**src/rtl/sdram_init_pkg.sv**
```systemverilog
package sdram_init_pkg;

    typedef enum logic [1:0] {
        CMD_NOP = 2'd0,
        CMD_PRE = 2'd1,
        CMD_REF = 2'd2,
        CMD_MRS = 2'd3
    } init_cmd_e;

    typedef enum logic [2:0] {
        ST_POWER    = 3'd0,
        ST_PRE_WAIT = 3'd1,
        ST_REF_WAIT = 3'd2,
        ST_MRS_WAIT = 3'd3,
        ST_READY    = 3'd4
    } init_state_e;

    // Address bit that selects all banks on precharge.
    localparam int unsigned ALL_BANK_BIT = 10;

endpackage

```
**src/rtl/init_mode_filter.sv**
```systemverilog
module init_mode_filter #(
    parameter int unsigned ADDR_W = 12
) (
    input  logic [ADDR_W-1:0] raw_i,
    output logic [ADDR_W-1:0] clean_o
);
    // Keep latency/type/length (bits 6:0) and write mode (bit 9); clear the rest.
    for (genvar g = 0; g < ADDR_W; g++) begin : g_bit
        if (g < 7 || g == 9) begin : g_keep
            assign clean_o[g] = raw_i[g];
        end else begin : g_clear
            assign clean_o[g] = 1'b0;
        end
    end

    logic unused_raw;
    assign unused_raw = ^raw_i;
endmodule

```
**src/rtl/init_cmd_pins.sv**
```systemverilog
module init_cmd_pins
    import sdram_init_pkg::*;
(
    input  init_cmd_e cmd_i,
    output logic      cs_n_o,
    output logic      ras_n_o,
    output logic      cas_n_o,
    output logic      we_n_o
);
    logic [3:0] pins;

    always_comb begin
        unique case (cmd_i)
            CMD_PRE: pins = 4'b0010;
            CMD_REF: pins = 4'b0001;
            CMD_MRS: pins = 4'b0000;
            default: pins = 4'b0111;
        endcase
    end

    assign {cs_n_o, ras_n_o, cas_n_o, we_n_o} = pins;
endmodule

```
**src/rtl/sdram_init_seq.sv**
```systemverilog
module sdram_init_seq
    import sdram_init_pkg::*;
#(
    parameter int unsigned T_STABLE = 50000,
    parameter int unsigned T_RP     = 2,
    parameter int unsigned T_RFC    = 7,
    parameter int unsigned T_MRD    = 2,
    parameter int unsigned N_REF    = 8,
    parameter int unsigned ADDR_W   = 12,
    parameter int unsigned BA_W     = 2,
    parameter int unsigned DQM_W    = 9
) (
    input  logic              clk_i,
    input  logic              rst_n_i,
    input  logic [ADDR_W-1:0] mode_word_i,
    output logic              cke_o,
    output logic              cs_n_o,
    output logic              ras_n_o,
    output logic              cas_n_o,
    output logic              we_n_o,
    output logic [BA_W-1:0]   ba_o,
    output logic [ADDR_W-1:0] addr_o,
    output logic [DQM_W-1:0]  dqm_o,
    output logic              ready_o
);
    localparam int unsigned MAX_A   = (T_STABLE > T_RP) ? T_STABLE : T_RP;
    localparam int unsigned MAX_B   = (T_RFC > T_MRD) ? T_RFC : T_MRD;
    localparam int unsigned CNT_MAX = (MAX_A > MAX_B) ? MAX_A : MAX_B;
    localparam int unsigned CNT_W   = $clog2(CNT_MAX) + 1;
    localparam int unsigned REF_W   = $clog2(N_REF + 1);

    typedef struct packed {
        init_state_e       state;
        logic [CNT_W-1:0]  cnt;
        logic [REF_W-1:0]  refs;
        init_cmd_e         cmd;
        logic [ADDR_W-1:0] addr;
        logic              ready;
    } seq_t;

    seq_t r_q, r_d;

    logic [ADDR_W-1:0] mode_clean;
    logic [ADDR_W-1:0] mode_q;

    init_mode_filter #(.ADDR_W(ADDR_W)) i_filter (
        .raw_i   (mode_word_i),
        .clean_o (mode_clean)
    );

    // Mode word follows the input on every edge while reset is held low.
    always_ff @(posedge clk_i) begin
        if (!rst_n_i) begin
            mode_q <= mode_clean;
        end
    end

    always_comb begin
        r_d      = r_q;
        r_d.cmd  = CMD_NOP;
        r_d.addr = '0;
        if (r_q.cnt != '0) begin
            r_d.cnt = r_q.cnt - 1'b1;
        end
        unique case (r_q.state)
            ST_POWER: begin
                if (r_q.cnt == '0) begin
                    r_d.cmd                = CMD_PRE;
                    r_d.addr[ALL_BANK_BIT] = 1'b1;
                    r_d.state              = ST_PRE_WAIT;
                    r_d.cnt                = CNT_W'(T_RP - 1);
                end
            end
            ST_PRE_WAIT: begin
                if (r_q.cnt == '0) begin
                    r_d.cmd   = CMD_REF;
                    r_d.refs  = REF_W'(1);
                    r_d.state = ST_REF_WAIT;
                    r_d.cnt   = CNT_W'(T_RFC - 1);
                end
            end
            ST_REF_WAIT: begin
                if (r_q.cnt == '0) begin
                    if (r_q.refs == REF_W'(N_REF)) begin
                        r_d.cmd   = CMD_MRS;
                        r_d.addr  = mode_q;
                        r_d.state = ST_MRS_WAIT;
                        r_d.cnt   = CNT_W'(T_MRD - 1);
                    end else begin
                        r_d.cmd  = CMD_REF;
                        r_d.refs = r_q.refs + 1'b1;
                        r_d.cnt  = CNT_W'(T_RFC - 1);
                    end
                end
            end
            ST_MRS_WAIT: begin
                if (r_q.cnt == '0) begin
                    r_d.ready = 1'b1;
                    r_d.state = ST_READY;
                end
            end
            default: begin
                r_d.ready = 1'b1;
            end
        endcase
    end

    always_ff @(posedge clk_i or negedge rst_n_i) begin
        if (!rst_n_i) begin
            r_q.state <= ST_POWER;
            r_q.cnt   <= CNT_W'(T_STABLE - 1);
            r_q.refs  <= '0;
            r_q.cmd   <= CMD_NOP;
            r_q.addr  <= '0;
            r_q.ready <= 1'b0;
        end else begin
            r_q <= r_d;
        end
    end

    init_cmd_pins i_pins (
        .cmd_i   (r_q.cmd),
        .cs_n_o  (cs_n_o),
        .ras_n_o (ras_n_o),
        .cas_n_o (cas_n_o),
        .we_n_o  (we_n_o)
    );

    assign cke_o   = 1'b1;
    assign dqm_o   = '1;
    assign ba_o    = '0;
    assign addr_o  = r_q.addr;
    assign ready_o = r_q.ready;
endmodule

```
**config.mk**
```make
export PLATFORM = sky130hd
export DESIGN_NAME = sdram_init_seq
export DESIGN_NICKNAME = d
export VERILOG_FILES = /design/src/rtl/sdram_init_pkg.sv /design/src/rtl/init_mode_filter.sv /design/src/rtl/init_cmd_pins.sv /design/src/rtl/sdram_init_seq.sv
export SDC_FILE = /design/constraint.sdc
export NUM_CORES = 1
export LEC_CHECK = 0
export BUFFER_PORTS_ARGS = -buffer_cell sky130_fd_sc_hd__buf_2
export CORE_MARGIN = 2
export CORE_UTILIZATION = 51
export CTS_BUF_LIST = sky130_fd_sc_hd__clkbuf_4
export CTS_CLUSTER_SIZE = 25
export DETAILED_ROUTE_END_ITERATION = 10
export GPL_ROUTABILITY_DRIVEN = 1
export GPL_TIMING_DRIVEN = 0
export PLACE_DENSITY = 0.8
export SLEW_MARGIN = 20
export SYNTH_ARGS = -nofsm -noshare
export SYNTH_HDL_FRONTEND = slang
export SYNTH_SLANG_ARGS = --single-unit
```
**constraint.sdc**
```tcl
create_clock -name clk_i -period 2.3 [get_ports clk_i]
set_input_delay 0.115 -clock clk_i [delete_from_list [all_inputs] [get_ports clk_i]]
set_output_delay 0.115 -clock clk_i [all_outputs]
set_load 0.03 [all_outputs]
```
# [Yosys cells after proc, flatten, opt, wreduce, memory -nomap -nowiden]
# Index checks and enable logic that the tools add are counted.
# Widths: inputs -> output; s select.
[op_classes] add_sub_neg=2 n_eq_ne=13 muxes=22 n_bitwise=1 n_reduce_logical=9
[ops] cell="$pmux 17 s3" count=1
[ops] cell="$mux 38" count=1
[ops] cell="$mux 26" count=1
[ops] cell="$mux 10" count=2
[ops] cell="$mux 20" count=1
[ops] cell="$logic_not 17->1" count=1
[ops] cell="$mux 17" count=1
[ops] cell="$reduce_bool 17->1" count=1
[ops] cell="$sub 17x1->17 const B" count=1
[ops] cell="$ne 2x2->1 const B" count=6
[ops] cell="$pmux 3 s4" count=1
[ops] cell="$mux 3" count=3
[ops] cell="$pmux 3 s3" count=1
[ops] cell="$pmux 4 s2" count=1
[ops] cell="$eq 3x2->1 const B" count=2
[ops] cell="$pmux 2 s3" count=1
[ops] cell="$reduce_and 6->1" count=1
[ops] cell="$mux 1" count=5
[ops] cell="$add 4x1->4 const B" count=1
[ops] cell="$eq 2x2->1 const B" count=2
[ops] cell="$eq 4x4->1 const B" count=1
[ops] cell="$mux 4" count=1
[ops] cell="$pmux 1 s2" count=2
[ops] cell="$reduce_and 4->1" count=1
[ops] cell="8 further kinds" count=8
[totals] regBits=47 input_bits=14 output_inout_bits=29 wordCells=54

# [Longest topological paths before layout]
[depth] ltp_word=4 mapped_depth=11 mapped_depth_nobuf=9

# [Modules after synthesis]
# A second synthesis with hierarchy kept.
[hier_totals] hier_cells=216 area_unflattened_um2=2513.7
[by_module_without_submodules] mod="sdram_init_seq" n_inst=1 cells_per_inst=198 area_each_um2=2397.3 seq_area_each_um2=1347.5
[by_module_without_submodules] mod="init_mode_filter" n_inst=1 cells_per_inst=13 area_each_um2=93.8 seq_area_each_um2=0.0
[by_module_without_submodules] mod="init_cmd_pins" n_inst=1 cells_per_inst=5 area_each_um2=22.5 seq_area_each_um2=0.0

# [Worst setup path before layout]
# Ideal clock, no wire load.
[synth_path] path_kind="reg2reg" start="reg r_q[19] in the netlist's numbering" end="reg r_q[19] in the netlist's numbering" setup_ps=83 arrival_time_ps=2082 required_ps=2217 setup_slack_ps=135 path_stages_with_launch=12 path_buffers=2 synth_period_minus_slack_ps=2165 path_cell_list="dfstp_2 > inv_1 > ha_1 > nor4b_1 > and4_1 > buf_6 > inv_4 > buf_6 > ha_1 > o21ai_0 > o311ai_0 > o32a_1"
[synth_lines] item="from (decl)" line_no="sdram_init_seq.sv:41" source="seq_t r_q, r_d;"
[synth_lines] item="from (signal assigned)" line_no="sdram_init_seq.sv:117" source="r_q <= r_d;"

==> reports/summary.txt <==
========================================================================================
Period utilization                                                                 93.8%
Area of the multi-input gates                                                    877 µm²
Number of input and output port buffers inserted                                      22
Mean routed wirelength per cell                                                  13.3 µm
Setup repair after global routing missed its margin                                false
Crit path time final                                                             2.16 ns
Status                                                                      finished, final reports clean
Leak                                                                             1.33 nW
Power density over the cells                                                  520 nW/µm²
Area leader, netlist                                                             dfrtp_1
DRC viols                                                                              0
Number of synthesized register bits                                                   44
Grt ovf                                                                                0
CTS tree                                                                            done
Drt initial violations                                                                86
Post-synth ARST share                                                              81.8%
Max capacitance violation total                                                        0
CTS Root Buffer Type                                                            clkbuf_4
Crit-path slowest cell                                                           dfrtp_2
Clock buffer depth                                                                     2
Number of top-level design ports                                                      43
Fraction of the yosys area taken by sequential cells                               52.3%
Overall die width                                                                69.7 µm
Number of antenna violations at the first check in global routing                      0
Row count                                                                             23
R2R setup slack                                                                  0.14 ns
Type of element capturing the critical path                                    flip-flop
Post-synth cell types                                                                 47
Total half-perimeter wirelength after legalization and detailed placement        2540 µm
DP Worst Slack                                                                -0.0630 ns
Worst flop-to-flop path endpoint                                            r_q[19]$_DFF_PN1_
Via density                                                                         5.03
CP most frequent cell                                                              buf_6
Cells along the critical path                                               nor4_4 -> and4_1 -> buf_6 -> inv_4 -> buf_6 -> ha_1 -> o21ai_1 -> o311ai_1 -> o32a_1
Core area                                                                       4090 µm²
Crit Path Class                                                             flip-flop to flip-flop
Post-layout net count                                                                272
Pin slew with the least headroom to its limit                                   0.790 ns
Count leader, synth                                                              dfrtp_1
Longest individual stage delay on the worst path                                 0.46 ns
Clock latency on the worst-skew pair                                             0.36 ns
Cell count after synthesis                                                           198
Synthesis Warnings                                                                     0
Initial Util                                                                       53.9%
First-pass detailed-route iteration total                                              4
CTS Sinks                                                                             44
Post-Syn Area                                                                   2200 µm²
Tightest slew margin relative to the limit                                         47.3%
Main area contributors after synthesis                                      dfrtp_1, edfxtp_1, dfstp_2, buf_4, xor2_1
GRT Overall Usage                                                                  17.8%
Worst Setup Slack, final                                                        0.142 ns
Final Setup Violations                                                                 0
Fraction of layout cells with a size suffix above 1                                35.0%
Layout fillers                                                                       306
CTS H-tree depth                                                                       2
Total vias in the final route                                                      1,530
Worst hold path class                                                       input pin to async pin
Number of global-route vias before repair                                          1,473
Final worst clock skew                                                         0.0123 ns
Maximum fanout encountered on the critical timing path                                11
Number of hold-slack violations in the final timing report                             0
Sum of negative setup slack                                                         0 ns
Count of pins over their slew limit                                                    0
Maximum number of pins on one net before global-route repair                          38
Remaining antenna violation count after routing                                        0
Layout overhead on the synthesized area                                            21.9%
Upper clock frequency limit                                                      463 MHz
Number of enable-type register cells in the synthesized netlist                        8
First-pass GRT wire length                                                       6800 µm
Maximum vdd ir drop                                                           0.000505 V
Final RePlAce weighted congestion                                                  0.806
Post-synthesis area per instance                                                11.1 µm²
WP data required                                                                 2.60 ns
Reg-to-reg startpoint                                                       r_q[24]$_DFF_PN0_
Reg clk slew, reported paths                                                     0.13 ns
Crit start category                                                            flip-flop
Worst R2R Path Depth                                                                   9
Footprint of the flip-flops and latches                                         1160 µm²
Top-area cell type share of the netlist area                                       30.6%
Wirelength, routed                                                               4050 µm
Worst Path Arrival                                                               2.46 ns
Most used flip-flop cell after synthesis                                         dfrtp_1
Synth cell count leaders                                                    dfrtp_1, buf_4, nor2_1
TritonCTS Buffers                                                                      5
DIE AREA                                                                        4860 µm²
Die Height                                                                       69.7 µm
# diodes                                                                               0
========================================================================================
kinds of logic (layout without fill, tap and decap cells):
logic type / after synthesis / in the layout / synth area share, %
mux: 3 / 3 / 1.36
xor+xnor: 14 / 14 / 5.56
buf+inv: 44 / 86 / 12.7
fa+ha+maj: 5 / 5 / 2.84
other cells: 2 / 16 / 0.341
simple gates: 65 / 65 / 18.2
compound gates: 21 / 21 / 6.81
flops: 44 / 44 / 52.3
registers in the layout, indices dropped and copies added, names as in the netlist:
signal,cells
mode_q,8
ready_o,1
r_q,26
addr_o,9
critical path, delay by kind of cell (launching register included):
family,cells,cell delay (ns)
adder cells (fa/ha/maj),1,0.18
AND/OR/NAND/NOR,2,0.61
buffers and inverters,3,0.32
flip-flops,1,0.46
AO/OA/AOI/OAI,3,0.54
area by class of cell:
type                    instances  area share, %
plain buffers                  32           8.62
clock buffers                   5           1.40
clock inverters                 3           1.77
inverters                      11           1.63
multi-input cells             124           32.7
flip-flops and latches         44           43.0
well taps                      50           2.33
repair buffers                 35           8.57
per-layer routing:
metal  routed length [µm]  track usage (%)  up-vias
met1                 1660             21.8      735
met5                    0                0        -
met3                  158             3.49        6
met2                 2160             30.8       38
li1                     -                -      751
met4                   71             7.48        0
how the worst max path moves through the flow:
stage	from	end	slack [ns]
5_1_grt	r_q[24]$_DFF_PN0_	r_q[19]$_DFF_PN1_	0.04
3_3_place_gp	r_q[19]$_DFF_PN1_	r_q[19]$_DFF_PN1_	-0.07
2_1_floorplan	r_q[19]$_DFF_PN1_	r_q[19]$_DFF_PN1_	0.13
3_5_place_dp	r_q[19]$_DFF_PN1_	r_q[19]$_DFF_PN1_	-0.06
6_report	r_q[24]$_DFF_PN0_	r_q[19]$_DFF_PN1_	0.14
4_1_cts	r_q[32]$_DFF_PN0_	r_q[19]$_DFF_PN1_	0.01
power breakdown:
group          internal, W  switching [W]   total, W
clock             0.000232       0.000265   0.000498
combinational    0.0000338      0.0000555  0.0000892
sequential        0.000807     0.00000225   0.000809
what timing repair did:
action / in CTS / in global routing
hold buffers: 9 / 0
pin swaps: 1 / 4
resized for setup: 3 / 11
hold endpoints to repair: 35 / 0
endpoints found under the setup margin: 1 / 1
setup buffers: 2 / 2
cell usage in the layout, fill, tap and decap left out, drive strengths merged, types with 2 or more instances in the layout:
master,netlist,layout
conb,2,16
ha,5,5
nor2,11,11
clkbuf,4,8
xor2,9,9
nor4,10,10
nor3b,2,2
nand3,3,3
xnor2,5,5
a21oi,4,4
dfrtp,27,27
o211ai,2,2
dlygate4sd3,0,9
inv,11,11
and2,9,9
nand2,8,8
clkinv,0,2
mux2i,3,3
buf,29,55
or4,6,6
a211o,2,2
nor3,7,7
dfstp,9,9
nor2b,2,2
o21ai,5,5
edfxtp,8,8
per-stage QoR:
step	util, %	hold WS (ns)	instance area (µm²)	instances	total power [W]
final	65.7	0.356	2690	304	0.00140
after global routing	65.7	0.433	2690	304	0.00144
after CTS	64.5	0.373	2640	303	0.00140
after detailed placement	59.5	0.246	2430	284	0.000901
after global placement	59.5	0.237	2430	284	0.000899
after floorplan	-	-0.181	2260	212	0.000880
Note: power is estimated with default switching activity, not from simulation.
